<file path="src/rtl/eprom_rd_pkg.sv">
package eprom_rd_pkg;

  typedef enum logic [1:0] {
    SEQ_IDLE = 2'd0,
    SEQ_LEAD = 2'd1,
    SEQ_WAIT = 2'd2,
    SEQ_GAP  = 2'd3
  } seq_state_t;

  // round a time up to whole clock periods
  function automatic int ps_to_cycles(input int time_ps, input int clk_ps);
    return (time_ps + clk_ps - 1) / clk_ps;
  endfunction

  function automatic int max3(input int a, input int b, input int c);
    int m;
    m = (a > b) ? a : b;
    return (m > c) ? m : c;
  endfunction

  function automatic int sel_width(input int n_dev);
    return (n_dev > 1) ? $clog2(n_dev) : 1;
  endfunction

endpackage

</file>
<file path="src/rtl/eprom_req_slot.sv">
module eprom_req_slot #(
  parameter int HA_W = 18
) (
  input  logic            clk,
  input  logic            rst_n,
  input  logic            in_valid,
  output logic            in_ready,
  input  logic [HA_W-1:0] in_addr,
  input  logic            pop,
  output logic            pend_vld,
  output logic [HA_W-1:0] pend_addr
);

  logic            full_q;
  logic [HA_W-1:0] addr_q;

  assign in_ready  = ~full_q;
  assign pend_vld  = full_q;
  assign pend_addr = addr_q;

  always_ff @(posedge clk or negedge rst_n) begin
    if (!rst_n) begin
      full_q <= 1'b0;
      addr_q <= '0;
    end else if (in_valid && !full_q) begin
      full_q <= 1'b1;
      addr_q <= in_addr;
    end else if (pop) begin
      full_q <= 1'b0;
    end
  end

endmodule

</file>
<file path="src/rtl/eprom_access_seq.sv">
module eprom_access_seq
  import eprom_rd_pkg::*;
#(
  parameter int ADDR_W = 16,
  parameter int SEL_W  = 2,
  parameter int WAIT_C = 11,
  parameter int OE_C   = 8,
  parameter int DF_C   = 6
) (
  input  logic                    clk,
  input  logic                    rst_n,
  input  logic                    pend_vld,
  input  logic [ADDR_W+SEL_W-1:0] pend_addr,
  output logic                    launch,
  output logic                    sample_now,
  output logic                    cyc_on,
  output logic                    oe_on,
  output logic [ADDR_W-1:0]       addr_q,
  output logic [SEL_W-1:0]        sel_q
);

  localparam int LEAD_C = WAIT_C - OE_C;
  localparam int TOP_C  = max3(WAIT_C, DF_C, 1);
  localparam int CNT_W  = $clog2(TOP_C + 1) + 1;

  seq_state_t       st_q;
  logic [CNT_W-1:0] cnt_q;
  logic             cnt_last;

  assign cnt_last   = (cnt_q == CNT_W'(1));
  assign launch     = pend_vld && ((st_q == SEQ_IDLE) || (st_q == SEQ_GAP && cnt_last));
  assign sample_now = (st_q == SEQ_WAIT) && cnt_last;

  always_ff @(posedge clk or negedge rst_n) begin
    if (!rst_n) begin
      st_q   <= SEQ_IDLE;
      cnt_q  <= '0;
      cyc_on <= 1'b0;
      oe_on  <= 1'b0;
      addr_q <= '0;
      sel_q  <= '0;
    end else if (launch) begin
      addr_q <= pend_addr[ADDR_W-1:0];
      sel_q  <= pend_addr[ADDR_W+SEL_W-1:ADDR_W];
      cyc_on <= 1'b1;
      if (LEAD_C == 0) begin
        oe_on <= 1'b1;
        st_q  <= SEQ_WAIT;
        cnt_q <= CNT_W'(WAIT_C);
      end else begin
        st_q  <= SEQ_LEAD;
        cnt_q <= CNT_W'(LEAD_C);
      end
    end else begin
      unique case (st_q)
        SEQ_LEAD: begin
          if (cnt_last) begin
            oe_on <= 1'b1;
            st_q  <= SEQ_WAIT;
            cnt_q <= CNT_W'(OE_C);
          end else begin
            cnt_q <= cnt_q - CNT_W'(1);
          end
        end
        SEQ_WAIT: begin
          if (cnt_last) begin
            cyc_on <= 1'b0;
            oe_on  <= 1'b0;
            if (DF_C == 0) begin
              st_q <= SEQ_IDLE;
            end else begin
              st_q  <= SEQ_GAP;
              cnt_q <= CNT_W'(DF_C);
            end
          end else begin
            cnt_q <= cnt_q - CNT_W'(1);
          end
        end
        SEQ_GAP: begin
          if (cnt_last) st_q <= SEQ_IDLE;
          else          cnt_q <= cnt_q - CNT_W'(1);
        end
        default: ;
      endcase
    end
  end

endmodule

</file>
<file path="src/rtl/eprom_cs_decode.sv">
module eprom_cs_decode #(
  parameter int NUM_DEV = 4,
  parameter int SEL_W   = 2
) (
  input  logic               cyc_on,
  input  logic [SEL_W-1:0]   sel_q,
  output logic [NUM_DEV-1:0] ce_n,
  output logic               sel_hit
);

  assign sel_hit = ({1'b0, sel_q} < (SEL_W+1)'(NUM_DEV));

  for (genvar d = 0; d < NUM_DEV; d++) begin : g_ce
    assign ce_n[d] = ~(cyc_on && (sel_q == SEL_W'(d)));
  end

endmodule

</file>
<file path="src/rtl/eprom_data_capture.sv">
module eprom_data_capture #(
  parameter int DATA_W = 16
) (
  input  logic              clk,
  input  logic              rst_n,
  input  logic              sample_now,
  input  logic              sel_hit,
  input  logic [DATA_W-1:0] dq,
  output logic              rsp_valid,
  output logic [DATA_W-1:0] rsp_data
);

  always_ff @(posedge clk or negedge rst_n) begin
    if (!rst_n) begin
      rsp_valid <= 1'b0;
      rsp_data  <= '0;
    end else begin
      rsp_valid <= sample_now;
      if (sample_now) rsp_data <= sel_hit ? dq : '1;
    end
  end

endmodule

</file>
<file path="src/rtl/eprom_rd_ctrl.sv">
module eprom_rd_ctrl
  import eprom_rd_pkg::*;
#(
  parameter int NUM_DEV = 4,
  parameter int ADDR_W  = 16,
  parameter int DATA_W  = 16,
  parameter int CLK_PS  = 5000,
  parameter int ACC_PS  = 55000,
  parameter int CE_PS   = 55000,
  parameter int OE_PS   = 40000,
  parameter int DF_PS   = 30000,
  localparam int SEL_W  = sel_width(NUM_DEV),
  localparam int HA_W   = ADDR_W + SEL_W
) (
  input  logic               clk,
  input  logic               rst_n,
  input  logic               req_valid,
  output logic               req_ready,
  input  logic [HA_W-1:0]    req_addr,
  output logic               rsp_valid,
  output logic [DATA_W-1:0]  rsp_data,
  output logic [ADDR_W-1:0]  mem_addr,
  output logic [NUM_DEV-1:0] mem_ce_n,
  output logic               mem_oe_n,
  input  logic [DATA_W-1:0]  mem_dq
);

  localparam int ACC_C  = ps_to_cycles(ACC_PS, CLK_PS);
  localparam int CE_C   = ps_to_cycles(CE_PS, CLK_PS);
  localparam int OE_C   = ps_to_cycles(OE_PS, CLK_PS);
  localparam int DF_C   = ps_to_cycles(DF_PS, CLK_PS);
  localparam int WAIT_C = max3(ACC_C, CE_C, OE_C);

  logic             pend_vld;
  logic [HA_W-1:0]  pend_addr;
  logic             launch;
  logic             sample_now;
  logic             cyc_on;
  logic             oe_on;
  logic [SEL_W-1:0] sel_q;
  logic             sel_hit;

  eprom_req_slot #(.HA_W(HA_W)) u_slot (
    .clk       (clk),
    .rst_n     (rst_n),
    .in_valid  (req_valid),
    .in_ready  (req_ready),
    .in_addr   (req_addr),
    .pop       (launch),
    .pend_vld  (pend_vld),
    .pend_addr (pend_addr)
  );

  eprom_access_seq #(
    .ADDR_W (ADDR_W),
    .SEL_W  (SEL_W),
    .WAIT_C (WAIT_C),
    .OE_C   (OE_C),
    .DF_C   (DF_C)
  ) u_seq (
    .clk        (clk),
    .rst_n      (rst_n),
    .pend_vld   (pend_vld),
    .pend_addr  (pend_addr),
    .launch     (launch),
    .sample_now (sample_now),
    .cyc_on     (cyc_on),
    .oe_on      (oe_on),
    .addr_q     (mem_addr),
    .sel_q      (sel_q)
  );

  eprom_cs_decode #(.NUM_DEV(NUM_DEV), .SEL_W(SEL_W)) u_dec (
    .cyc_on  (cyc_on),
    .sel_q   (sel_q),
    .ce_n    (mem_ce_n),
    .sel_hit (sel_hit)
  );

  eprom_data_capture #(.DATA_W(DATA_W)) u_cap (
    .clk        (clk),
    .rst_n      (rst_n),
    .sample_now (sample_now),
    .sel_hit    (sel_hit),
    .dq         (mem_dq),
    .rsp_valid  (rsp_valid),
    .rsp_data   (rsp_data)
  );

  assign mem_oe_n = ~oe_on;

endmodule

</file>
<file path="config.mk">
export PLATFORM = sky130hd
export DESIGN_NAME = eprom_rd_ctrl
export DESIGN_NICKNAME = d
export VERILOG_FILES = /design/src/rtl/eprom_rd_pkg.sv /design/src/rtl/eprom_req_slot.sv /design/src/rtl/eprom_access_seq.sv /design/src/rtl/eprom_cs_decode.sv /design/src/rtl/eprom_data_capture.sv /design/src/rtl/eprom_rd_ctrl.sv
export SDC_FILE = /design/constraint.sdc
export NUM_CORES = 1
export LEC_CHECK = 0
export BUFFER_PORTS_ARGS = -buffer_cell sky130_fd_sc_hd__buf_4
export CAP_MARGIN = 40
export CORE_MARGIN = 4
export CORE_UTILIZATION = 50
export CTS_BUF_LIST = sky130_fd_sc_hd__clkbuf_16
export CTS_CLUSTER_DIAMETER = 30
export CTS_CLUSTER_SIZE = 24
export DETAILED_ROUTE_END_ITERATION = 7
export PLACE_DENSITY_LB_ADDON = 0.12
export SLEW_MARGIN = 20
export SYNTH_ARGS = -nofsm -noshare
export SYNTH_HDL_FRONTEND = slang
export SYNTH_SLANG_ARGS = --single-unit
</file>
<file path="constraint.sdc">
create_clock -name clk -period 4.4 [get_ports clk]
set_clock_uncertainty 0.2 [all_clocks]
set_input_delay 0.66 -clock clk [delete_from_list [all_inputs] [get_ports clk]]
set_output_delay 0.66 -clock clk [all_outputs]
set_load 0.01 [all_outputs]
</file>
==> metrics <==
status finished clean; crit end category register; max-cap violations 0; Max Freq a little under 0.4 GHz; Netlist cell types 37; # diodes 0; Port Buf Inserts 75; Pwr Density 817.9 mW/mm2; Final Cycle Share 58.69%; H-tree Lvls 3; syn avg cell area ~14 um2; Fin. Hold Viols 0; setup TNS 0 ns; Seq/Total Area, Yosys between 50% and 60%; Clock Root Buffer clkbuf_16; Crit Path Max Fanout 20; initial antenna violation count 0; R2R setup slack 1.82 ns; Synthesized Nets approximately 230; die area between 0.006 and 0.007 mm2; first-pass GRT wire length between 9000 and 10000 um; Rel. slew slack a little under half; Ports 76; Hold Path Class reg2reg; final worst slack approximately 1.8 ns; Post-Place Setup Slack 1.844 ns; Die X-Extent about 82 um; type of origin of the critical path register; VDD IR max about 0.00054 V; number of clock sinks 63; total gr overflow 0; Slew @ Worst Pin between 0.8 and 0.9 ns; static leakage ~1.7 nW; via count of the first global-routing pass around 1900; Vias/cell between 5 and 6; Starting Density 52.55%; largest net degree at the start of global routing 64; routed vias between 1500 and 2000; number of DRC markers in iteration 0 between 80 and 90; Die Y just over 80 um; CTS tree done; final net count 316; Routed WL ~5600 um; Finished Cell Area roughly 0.0037 mm2; RePlAce Congestion approximately 0.74; Setup-failing EPs final 0; core area 0.005205 mm2; layout cells sized above 1 53.99%; Reg clk slew, reported paths 0.05 ns; # DRC 0; Period minus WS final approximately 2.6 ns; post_cts resized 0; CP arrival around 2.6 ns; Hold-fix buffers, CTS 0; Num CTS Buffers 9; Cells after Synth roughly 190; area post-placement about 0.0034 mm2; clk_lat worst skew between 0.3 and 0.4 ns; synth-to-layout area growth 33.62%; Post-Syn Area about 0.0027 mm2; std cell rows 26; Yosys warning count 0; first-pass detailed-route iteration total 4; max-slew violation count 0; DR WL/cell 16.05 um; clk buf depth 2; dpl hpwl 3886 um; GRT Overall Usage about a fifth; Post-CTS Setup Bufs 0; RSZ-0062 raised after global routing false; synthesized flop and latch total 63; Worst EP required 4.40 ns; WS Path Type reg2reg; ANT nets after route 0
critical path: stages, from the launching register on:
cell and delay, ns:
dfrtp_1 0.38, inv_1 0.11, ha_1 0.19, or4b_1 0.61
o21ai_4 0.40, buf_16 0.23, mux2_2 0.35
report_power, final:
group          internal (W)  switching [W]  total, W
clock              0.000368       0.000230  0.000598
sequential         0.000879       0.000198   0.00108
combinational      0.000763       0.000552   0.00131
per-stage QoR:
step	instances	utilization (%)	hold WS (ns)	power, W
final	346	70.22	0.2987	0.002989
after global routing	346	70.22	0.3163	0.003206
after CTS	344	69.50	0.2491	0.003024
after detailed placement	329	64.62	0.2901	0.002406
after global placement	328	64.09	0.2840	0.002310
after floorplan	189	-	0.1644	0.001907
cells by family (layout without fill, tap and decap cells):
| family | Yosys count | after routing | share of synthesized area [%] |
|---|---|---|---|
| flops | 63 | 63 | 57.64 |
| compound gates | 18 | 18 | 4.712 |
| simple gates | 30 | 30 | 6.816 |
| mux | 54 | 54 | 23.79 |
| xor+xnor | 2 | 2 | 0.6406 |
| buf+inv | 15 | 102 | 3.202 |
| fa+ha+maj | 7 | 7 | 3.202 |
cells in the final DEF, fill, tap and decap left out, types with 2 or more instances in the layout:
cell        n
buf_4      76
dfrtp_1    63
mux2_2     40
mux2_4     12
clkbuf_16   9
inv_1       8
nor2_1      8
ha_1        7
nand2_1     4
o21ai_0     4
a21oi_1     3
clkinv_1    3
nand3_1     2
or3b_2      2
nand3b_1    2
nor3_1      2
mux2i_1     2
nand2b_1    2
or3_2       2
xor2_1      2
o21bai_1    2
clkinv_2    2
buf_16      2
cells in the mapped netlist:
master     n  share of area (%)
or3_1      1               0.23
nand2_1    4               0.55
o31ai_1    1               0.27
xor2_1     2               0.64
buf_6      2               0.82
nor3_1     2               0.37
mux2_2    40                 16
o22a_1     1               0.32
nand3b_1   2               0.55
mux2i_1    2               0.73
or3b_2     2               0.64
inv_1      8                1.1
o21ai_0    4               0.73
a21oi_1    3               0.55
or3_2      2               0.55
a21o_1     1               0.27
nor2_1     8                1.1
and3_1     1               0.23
mux2_4    12                6.6
nand2b_1   2               0.46
a31oi_1    1               0.23
nor2b_1    1               0.23
nor4b_4    1               0.87
dfrtp_1   63                 58
clkbuf_1   3               0.41
o21bai_1   2               0.55
a211oi_1   1               0.27
a211o_2    1               0.37
or4b_1     1               0.37
buf_12     1               0.73
nand3_1    2               0.37
buf_1      1               0.14
o22ai_1    1               0.23
o221ai_1   1               0.32
o21ai_4    1               0.59
ha_1       7                3.2
nand4b_1   1               0.32
state kept, by name, summed over array words and instances (netlist names):
name / count
u_cap.rsp_data: 16
u_cap.rsp_valid: 1
u_seq.addr_q: 16
u_seq.cnt_q: 5
u_seq.cyc_on: 1
u_seq.oe_on: 1
u_seq.sel_q: 2
u_seq.st_q: 2
u_slot.pend_addr: 18
u_slot.pend_vld: 1
area by class of cell:
cell class | count | area (um2)
clock buffer | 9 | 225.2
clock inverter | 6 | 28.78
fill | 378 | 1550
inverter | 8 | 30.03
multi-input combinational | 111 | 1071
sequential | 63 | 1577
tap | 70 | 87.58
timing repair buffer | 79 | 635.6
per-layer routing:
| metal | wire [um] | part of all wire [%] | GRT usage [%] | vias up |
|---|---|---|---|---|
| li1 | - | - | - | 829 |
| met1 | 2281 | 41 | 21.90 | 891 |
| met2 | 2909 | 52 | 31.18 | 37 |
| met3 | 279 | 5.0 | 7.018 | 9 |
| met4 | 84 | 1.5 | 8.140 | 0 |
| met5 | 0 | 0 | 0 | - |
worst paths after layout:
| check | cells past startpoint | end | startpoint |
|---|---|---|---|
| worst max-delay path | 6 | u_seq.addr_q[15] | u_seq.cnt_q[1] |
| worst min-delay path | 1 | u_slot.pend_addr[16] | u_slot.pend_addr[16] |
| worst max register to register | 6 | u_seq.addr_q[15] | u_seq.cnt_q[1] |
| worst min register to register | 1 | u_slot.pend_addr[16] | u_slot.pend_addr[16] |
| max in group asynchronous | 3 | u_slot.pend_addr[11] | rst_n |
| min in group asynchronous | 2 | u_seq.st_q[1] | rst_n |
No activity file was read; power rests on OpenSTA's default activity.
